$ cat src/rtl/adc_rf_pkg.sv
package adc_rf_pkg;
   // word indices (byte offset / 4)
   localparam int unsigned IDX_SR    = 0;
   localparam int unsigned IDX_CR1   = 1;
   localparam int unsigned IDX_CR2   = 2;
   localparam int unsigned IDX_SMP_A = 3;
   localparam int unsigned IDX_SMP_B = 4;
   localparam int unsigned IDX_OFS0  = 5;
   localparam int unsigned IDX_HTHR  = 9;
   localparam int unsigned IDX_LTHR  = 10;
   localparam int unsigned IDX_SEQ0  = 11;
   localparam int unsigned IDX_ISEQ  = 14;
   localparam int unsigned IDX_IDAT0 = 15;
   localparam int unsigned IDX_DATA  = 19;

   localparam int unsigned INJ_LANES = 4;
   localparam int unsigned N_PLAIN   = 9;
   localparam int unsigned HTHR_SLOT = 3;
   localparam int unsigned SR_W      = 6;
   localparam int unsigned CR2_VIS   = 28;

   localparam int unsigned EN_BIT    = 0;
   localparam int unsigned ALIGN_BIT = 11;
   localparam int unsigned START_BIT = 30;
   localparam int unsigned RES_LSB   = 24;

   // plain read/write slot -> word index
   function automatic int unsigned plain_word(int unsigned slot);
      case (slot)
         0: return IDX_CR1;
         1: return IDX_SMP_A;
         2: return IDX_SMP_B;
         3: return IDX_HTHR;
         4: return IDX_LTHR;
         5: return IDX_SEQ0;
         6: return IDX_SEQ0 + 1;
         7: return IDX_SEQ0 + 2;
         default: return IDX_ISEQ;
      endcase
   endfunction
endpackage

$ cat src/rtl/adc_rf_word_bank.sv
module adc_rf_word_bank #(
   parameter int unsigned DW  = 32,
   parameter int unsigned NUM = 4,
   parameter logic [NUM*DW-1:0] RST = '0
) (
   input  logic              clk,
   input  logic              rst_n,
   input  logic [NUM-1:0]    we,
   input  logic [DW-1:0]     wdata,
   output logic [NUM*DW-1:0] q
);
   if (NUM < 1) begin : g_bad_num
      $fatal(1, "word bank needs at least one word");
   end

   for (genvar g = 0; g < NUM; g++) begin : g_word
      logic [DW-1:0] r;
      always_ff @(posedge clk or negedge rst_n) begin
         if (!rst_n)     r <= RST[g*DW +: DW];
         else if (we[g]) r <= wdata;
      end
      assign q[g*DW +: DW] = r;
   end
endmodule

$ cat src/rtl/adc_rf_inj_lane.sv
module adc_rf_inj_lane #(
   parameter int unsigned DW    = 32,
   parameter int unsigned OFS_W = 12
) (
   input  logic          clk,
   input  logic          rst_n,
   input  logic          ofs_we,
   input  logic          dat_we,
   input  logic [DW-1:0] wdata,
   output logic [DW-1:0] ofs_out,
   output logic [DW-1:0] diff_out
);
   if (OFS_W > DW || OFS_W < 1) begin : g_bad_ofs
      $fatal(1, "offset width must lie in 1..DW");
   end

   logic [OFS_W-1:0] ofs_q;
   logic [DW-1:0]    dat_q;

   always_ff @(posedge clk or negedge rst_n) begin
      if (!rst_n) begin
         ofs_q <= '0;
         dat_q <= '0;
      end else begin
         if (ofs_we) ofs_q <= wdata[OFS_W-1:0];
         if (dat_we) dat_q <= wdata;
      end
   end

   assign ofs_out  = DW'(ofs_q);
   assign diff_out = dat_q - DW'(ofs_q);
endmodule

$ cat src/rtl/adc_rf_sample_gen.sv
module adc_rf_sample_gen #(
   parameter int unsigned DW   = 32,
   parameter int unsigned SW   = 12,
   parameter int unsigned STEP = 7
) (
   input  logic          clk,
   input  logic          rst_n,
   input  logic          fire,
   input  logic [1:0]    res_code,
   input  logic          align,
   output logic [DW-1:0] sample
);
   localparam logic [DW-1:0] KEEP = DW'(((64'd1 << (SW + 4)) - 64'd1) & ~64'hF);

   if (SW < 8 || SW + 4 > DW) begin : g_bad_sw
      $fatal(1, "sample width must be at least 8 and leave room to align");
   end

   logic [SW-1:0] acc_q, stepped, mask, masked;
   logic [DW-1:0] wide;

   always_comb begin
      case (res_code)
         2'd0:    mask = {SW{1'b1}};
         2'd1:    mask = {SW{1'b1}} >> 2;
         2'd2:    mask = {SW{1'b1}} >> 4;
         default: mask = {SW{1'b1}} >> 6;
      endcase
      stepped = acc_q + SW'(STEP);
      masked  = stepped & mask;
      wide    = DW'(masked) << 1;
      sample  = align ? (wide & KEEP) : DW'(masked);
   end

   always_ff @(posedge clk or negedge rst_n) begin
      if (!rst_n)    acc_q <= '0;
      else if (fire) acc_q <= masked;
   end
endmodule

$ cat src/rtl/adc_rf_synth.sv
module adc_rf_synth
   import adc_rf_pkg::*;
#(
   parameter int unsigned DW       = 32,
   parameter int unsigned ADDR_W   = 8,
   parameter int unsigned SAMPLE_W = 12,
   parameter int unsigned STEP     = 7,
   parameter int unsigned OFS_W    = 12,
   parameter logic [31:0] HTHR_RST = 32'h0000_0FFF
) (
   input  logic              clk,
   input  logic              rst_n,
   input  logic [ADDR_W-1:0] addr,
   input  logic              wr_en,
   input  logic [DW-1:0]     wdata,
   input  logic              rd_en,
   output logic [DW-1:0]     rd_data
);
   localparam int unsigned IDX_W = ADDR_W - 2;
   localparam logic [N_PLAIN*DW-1:0] PLAIN_RST =
      {{((N_PLAIN-1)*DW){1'b0}}, DW'(HTHR_RST)} << (HTHR_SLOT * DW);
   localparam logic [DW-1:0] CR2_MASK = DW'((64'd1 << CR2_VIS) - 64'd1);

   if (DW < 32) begin : g_bad_dw
      $fatal(1, "data width must be at least 32");
   end
   if (ADDR_W < 7) begin : g_bad_aw
      $fatal(1, "address must reach offset 0x4C");
   end

   // decode
   logic [IDX_W-1:0] widx;
   logic             mapped;
   assign widx   = addr[ADDR_W-1:2];
   assign mapped = (addr[1:0] == 2'b00) && (32'(widx) <= IDX_DATA);

   function automatic logic at(int unsigned k);
      return mapped && (32'(widx) == k);
   endfunction

   // control B and status
   logic [DW-1:0]   cr2_q;
   logic [SR_W-1:0] sr_q;
   logic            armed, fire;

   assign armed = cr2_q[EN_BIT] && cr2_q[START_BIT];
   assign fire  = rd_en && at(IDX_DATA) && armed;

   always_ff @(posedge clk or negedge rst_n) begin
      if (!rst_n) begin
         cr2_q <= '0;
         sr_q  <= '0;
      end else begin
         if (wr_en && at(IDX_CR2)) cr2_q <= wdata;
         else if (fire)            cr2_q[START_BIT] <= 1'b0;
         if (wr_en && at(IDX_SR))  sr_q <= sr_q & wdata[SR_W-1:0];
      end
   end

   // plain words
   logic [N_PLAIN-1:0]    plain_we;
   logic [N_PLAIN*DW-1:0] plain_q;

   for (genvar g = 0; g < N_PLAIN; g++) begin : g_plain_sel
      assign plain_we[g] = wr_en && at(plain_word(g));
   end

   adc_rf_word_bank #(.DW(DW), .NUM(N_PLAIN), .RST(PLAIN_RST)) u_bank (
      .clk(clk), .rst_n(rst_n), .we(plain_we), .wdata(wdata), .q(plain_q)
   );

   // injected lanes
   logic [DW-1:0] ofs_rd  [INJ_LANES];
   logic [DW-1:0] diff_rd [INJ_LANES];

   for (genvar n = 0; n < INJ_LANES; n++) begin : g_lane
      adc_rf_inj_lane #(.DW(DW), .OFS_W(OFS_W)) u_lane (
         .clk(clk), .rst_n(rst_n),
         .ofs_we(wr_en && at(IDX_OFS0 + n)),
         .dat_we(wr_en && at(IDX_IDAT0 + n)),
         .wdata(wdata),
         .ofs_out(ofs_rd[n]),
         .diff_out(diff_rd[n])
      );
   end

   // synthetic sample
   logic [DW-1:0] sample;

   adc_rf_sample_gen #(.DW(DW), .SW(SAMPLE_W), .STEP(STEP)) u_gen (
      .clk(clk), .rst_n(rst_n), .fire(fire),
      .res_code(plain_q[RES_LSB +: 2]),
      .align(cr2_q[ALIGN_BIT]),
      .sample(sample)
   );

   // read path
   logic [DW-1:0] rd_next;

   always_comb begin
      rd_next = '0;
      if (at(IDX_SR))   rd_next = DW'(sr_q);
      if (at(IDX_CR2))  rd_next = cr2_q & CR2_MASK;
      if (at(IDX_DATA)) rd_next = armed ? sample : '0;
      for (int k = 0; k < N_PLAIN; k++)
         if (at(plain_word(k))) rd_next = plain_q[k*DW +: DW];
      for (int n = 0; n < INJ_LANES; n++) begin
         if (at(IDX_OFS0 + n))  rd_next = ofs_rd[n];
         if (at(IDX_IDAT0 + n)) rd_next = diff_rd[n];
      end
   end

   always_ff @(posedge clk or negedge rst_n) begin
      if (!rst_n)     rd_data <= '0;
      else if (rd_en) rd_data <= rd_next;
   end
endmodule

$ cat config.mk
export PLATFORM = sky130hd
export DESIGN_NAME = adc_rf_synth
export DESIGN_NICKNAME = d
export VERILOG_FILES = /design/src/rtl/adc_rf_pkg.sv /design/src/rtl/adc_rf_word_bank.sv /design/src/rtl/adc_rf_inj_lane.sv /design/src/rtl/adc_rf_sample_gen.sv /design/src/rtl/adc_rf_synth.sv
export SDC_FILE = /design/constraint.sdc
export NUM_CORES = 1
export LEC_CHECK = 0
export ABC_AREA = 1
export BUFFER_PORTS_ARGS = -buffer_cell sky130_fd_sc_hd__buf_2
export CELL_PAD_IN_SITES_DETAIL_PLACEMENT = 1
export CELL_PAD_IN_SITES_GLOBAL_PLACEMENT = 1
export CORE_MARGIN = 2
export CORE_UTILIZATION = 42
export CTS_CLUSTER_DIAMETER = 120
export DETAILED_ROUTE_END_ITERATION = 8
export MAX_ROUTING_LAYER = met4
export PLACE_DENSITY_LB_ADDON = 0.3
export SKIP_CTS_REPAIR_TIMING = 1
export SYNTH_ARGS = -nofsm -noshare
export SYNTH_HDL_FRONTEND = slang
export SYNTH_HIERARCHICAL = 1
export SYNTH_SLANG_ARGS = --single-unit
$ cat constraint.sdc
create_clock -name clk -period 2.3 [get_ports clk]
set_clock_uncertainty 0.2 [all_clocks]
set_input_delay 0.69 -clock clk [delete_from_list [all_inputs] [get_ports clk]]
set_output_delay 0.69 -clock clk [all_outputs]
set_load 0.01 [all_outputs]
==> summary.md <==
| Metric | Value |
|---|---|
| Synth async-reset ratio | 1.00 |
| Part of the cycle the worst path needs | 1.35 |
| Routability cong. | 0.985 |
| Effective utilization at floorplan | 0.423 |
| Mapped cell area | 34000 sq um |
| Area contributors post-synth | dfrtp_1 (39%), nand2_1 (22%), inv_1 (5.6%) |
| Final nets | 5563 |
| Syn Area/Cell | 7.00 sq um |
| Register area share after synthesis | 0.401 |
| Largest net degree at the start of global routing | 64 |
| Total gr overflow | 0 |
| Post-synth EDFFs | 0 |
| Power density cells | 532 nW/um^2 |
| Final setup violation count | 34 |
| Cells after DPL | 6367 |
| Share of layout cells above drive strength 1 | 0.282 |
| Comb pwr share | 0.090 |
| Synthesized instance count | 4853 |
| WP data arrival | 3420 ps |
| Final wirelength | 146 mm |
| Area after DPL | 39200 sq um |
| CTS sink count | 543 |
| Worst-case clock buffer depth | 3 |
| Vias in the first global route | 35500 |
| Setup repair after global routing missed its margin | yes |
| Max-slew headroom | 0.478 |
| Layout area overhead | 30.6% |
| Synth area leader | dfrtp_1 |
| Dpl hpwl | 103 mm |
| Startpoint Class | register |
| Initial drt markers | 2364 |
| Ys Warns | 6 |
| Final slew viol count | 0 |
| Drt first pass iters | 5 |
| FMAX | 0.322 GHz |
| Tightest Pin Transition | 782 ps |
| WS Path Type | register to register |
| FF+latch count, synth | 543 |
| Initial antenna violation count | 3 |
| Via count | 34800 |
| CTS tree | yes |
| Drt via density | 5.29 |
| Leakage | 23.5 nW |
| WP data required | 2610 ps |
| Status | finished, violations left |
| Crit path time final | 3100 ps |
| I/O Pins | 76 |
| Max H-tree Level | 3 |
| Final Cell Area | 44400 sq um |
| Worst skew pair latency | 650 ps |
| Reg area | 13600 sq um |
| Post-synth cell types | 50 |
| Setup tns final | -14340 ps |
| Layout Utilization | 0.552 |
| Post-synth top area share | 0.391 |
| Worst hold path class | register to register |
| Multi-input logic area | 18400 sq um |
| Max cap viols | 0 |
| Clock power frac | 0.484 |
| Seq pwr share | 0.426 |
| Main synth FF type | dfrtp_1 |
| Core box area | 80300 sq um |
| # rows | 104 |
| Final WS setup | -804 ps |
| Global-route wire length before repair | 209 mm |
| Final Non-Filler Cells | 6579 |
| Violated checks | negative setup slack |
| Final Hold Fails | 0 |
| Num CTS Buffers | 68 |
| Root Buffer Master | clkbuf_16 |
| Number of port buffers | 75 |
| Commonest non-fill, non-tap cell in the layout | nand2_1 |
| Die height | 288 um |
| Switching Share | 0.270 |
| DIE WIDTH | 288 um |
| Wire length per cell | 22.2 um |
| DRC | 0 |
| Antenna Nets Post-Route | 0 |
| Sw power | 6.37 mW |
| Commonest cells after routing, fill and taps aside | nand2_1 (1879), buf_4 (570), dfrtp_1 (531), inv_1 (468), nor2_1 (279) |
| Clk slew on worst S/H paths | 60 ps |
| Die area | 83100 sq um |
| Fill count | 10100 |
| Category of the worst setup path capture point | register |
| Final Total Pwr | 23.6 mW |
| Int Power | 17.2 mW |
| Crit path max fanout | 3 |
| GRT Util Overall | 0.340 |
| Maximum VDD drop | 0.000558 V |
[cells in the mapped netlist, types with 13 or more instances]
| library cell | instances |
|---|---|
| xor2_1 | 48 |
| nor3_1 | 22 |
| buf_4 | 150 |
| buf_6 | 35 |
| dfrtp_1 | 531 |
| nand3_2 | 15 |
| inv_1 | 510 |
| o21ai_0 | 208 |
| inv_2 | 43 |
| nand2_1 | 2000 |
| ha_1 | 49 |
| clkinv_1 | 16 |
| nand4_1 | 150 |
| nand3_1 | 239 |
| clkbuf_1 | 58 |
| nor2_1 | 370 |
| nor2_4 | 13 |
| nor3_2 | 13 |
| buf_2 | 41 |
| nand2_2 | 102 |
| or2_0 | 17 |
| mux2_2 | 66 |
| a21oi_1 | 25 |
| nor2_2 | 19 |
[state kept, by name, indices dropped and copies added, names as in the netlist]
register,count
g_lane.u_lane/ofs_q,48
cr2_q,29
g_lane.u_lane/dat_q,128
u_gen/acc_q,12
rd_data,32
u_bank/g_word.r,288
sr_q,6
[power groups by stage]
stage | sequential, mW | clock (mW) | combinational (mW)
after floorplan | 10.1 | 0 | 0.886
after global placement | 10.2 | 0 | 1.87
after detailed placement | 10.2 | 0 | 1.92
after CTS | 10.0 | 11.5 | 1.94
after global routing | 10.1 | 11.9 | 2.30
final | 10.0 | 11.4 | 2.13
[critical path, cell delays in order, from the launching register on]
cell,delay (ps)
dfrtp_1,380
inv_1,90
ha_4,180
nand2_4,70
buf_6,120
buf_6,90
nand2_2,50
nand3_2,90
mux2i_1,130
nand3_1,140
nand3_1,110
nor2_2,140
nand3b_1,110
nand2_1,90
nand4_1,130
nor2_2,240
nand4_1,120
nor2_1,130
buf_4,160
nand4_1,80
nand2_1,60
nand2_1,50
[kinds of logic (layout without fill, tap and decap cells)]
family                   Yosys count  in the layout  share of synthesized area
AND/OR/NAND/NOR                 2991           2992                      0.374
XOR/XNOR                          57             57                     0.0147
multiplexers                      68             68                     0.0225
adder cells (fa/ha/maj)           53             53                     0.0204
buffers and inverters            875           1443                      0.127
AO/OA/AOI/OAI                    261            261                     0.0403
flip-flops                       543            543                      0.401
other                              5            102                   0.000553
[per-layer routing]
layer	vias up	part of all wire	GRT usage
met5	-	0	-
met4	0	0.054	0.148
met3	328	0.052	0.0440
met2	981	0.49	0.563
met1	17500	0.40	0.417
li1	16000	-	-
[stage by stage]
stage	setup slack [ps]	hold WS [ps]
finish	-804	266
global route	-998	273
CTS	-931	-282
detailed placement	-1040	255
global placement	-978	248
floorplan	-318	194
[cell type report]
type / instances / area share
clock inverters: 23 / 0.00835
diodes: 3 / 0.000169
clock buffers: 97 / 0.0447
inverters: 578 / 0.0509
flip-flops and latches: 543 / 0.307
multi-input cells: 3530 / 0.414
repair buffers: 745 / 0.146
well taps: 1060 / 0.0299
[path summary, 6_finish.rpt]
| check | start | to | slack [ps] | cells past startpoint |
|---|---|---|---|---|
| setup reg to reg | u_gen/acc_q[1]$_DFFE_PN0P_ | rd_data[6]$_DFFE_PN0P_ | -800 | 21 |
| setup / recovery | u_gen/acc_q[1]$_DFFE_PN0P_ | rd_data[6]$_DFFE_PN0P_ | -800 | 21 |
| hold / removal | u_bank/g_word[3].r[8]$_DFFE_PN1P_ | u_bank/g_word[3].r[8]$_DFFE_PN1P_ | 270 | 2 |
| hold reg to reg | u_bank/g_word[3].r[8]$_DFFE_PN1P_ | u_bank/g_word[3].r[8]$_DFFE_PN1P_ | 270 | 2 |
| max in group asynchronous | rst_n | u_bank/g_word[3].r[8]$_DFFE_PN1P_ | 760 | 4 |
| min in group asynchronous | rst_n | u_bank/g_word[4].r[1]$_DFFE_PN0P_ | 340 | 2 |
Note: power is estimated with default switching activity, not from simulation.
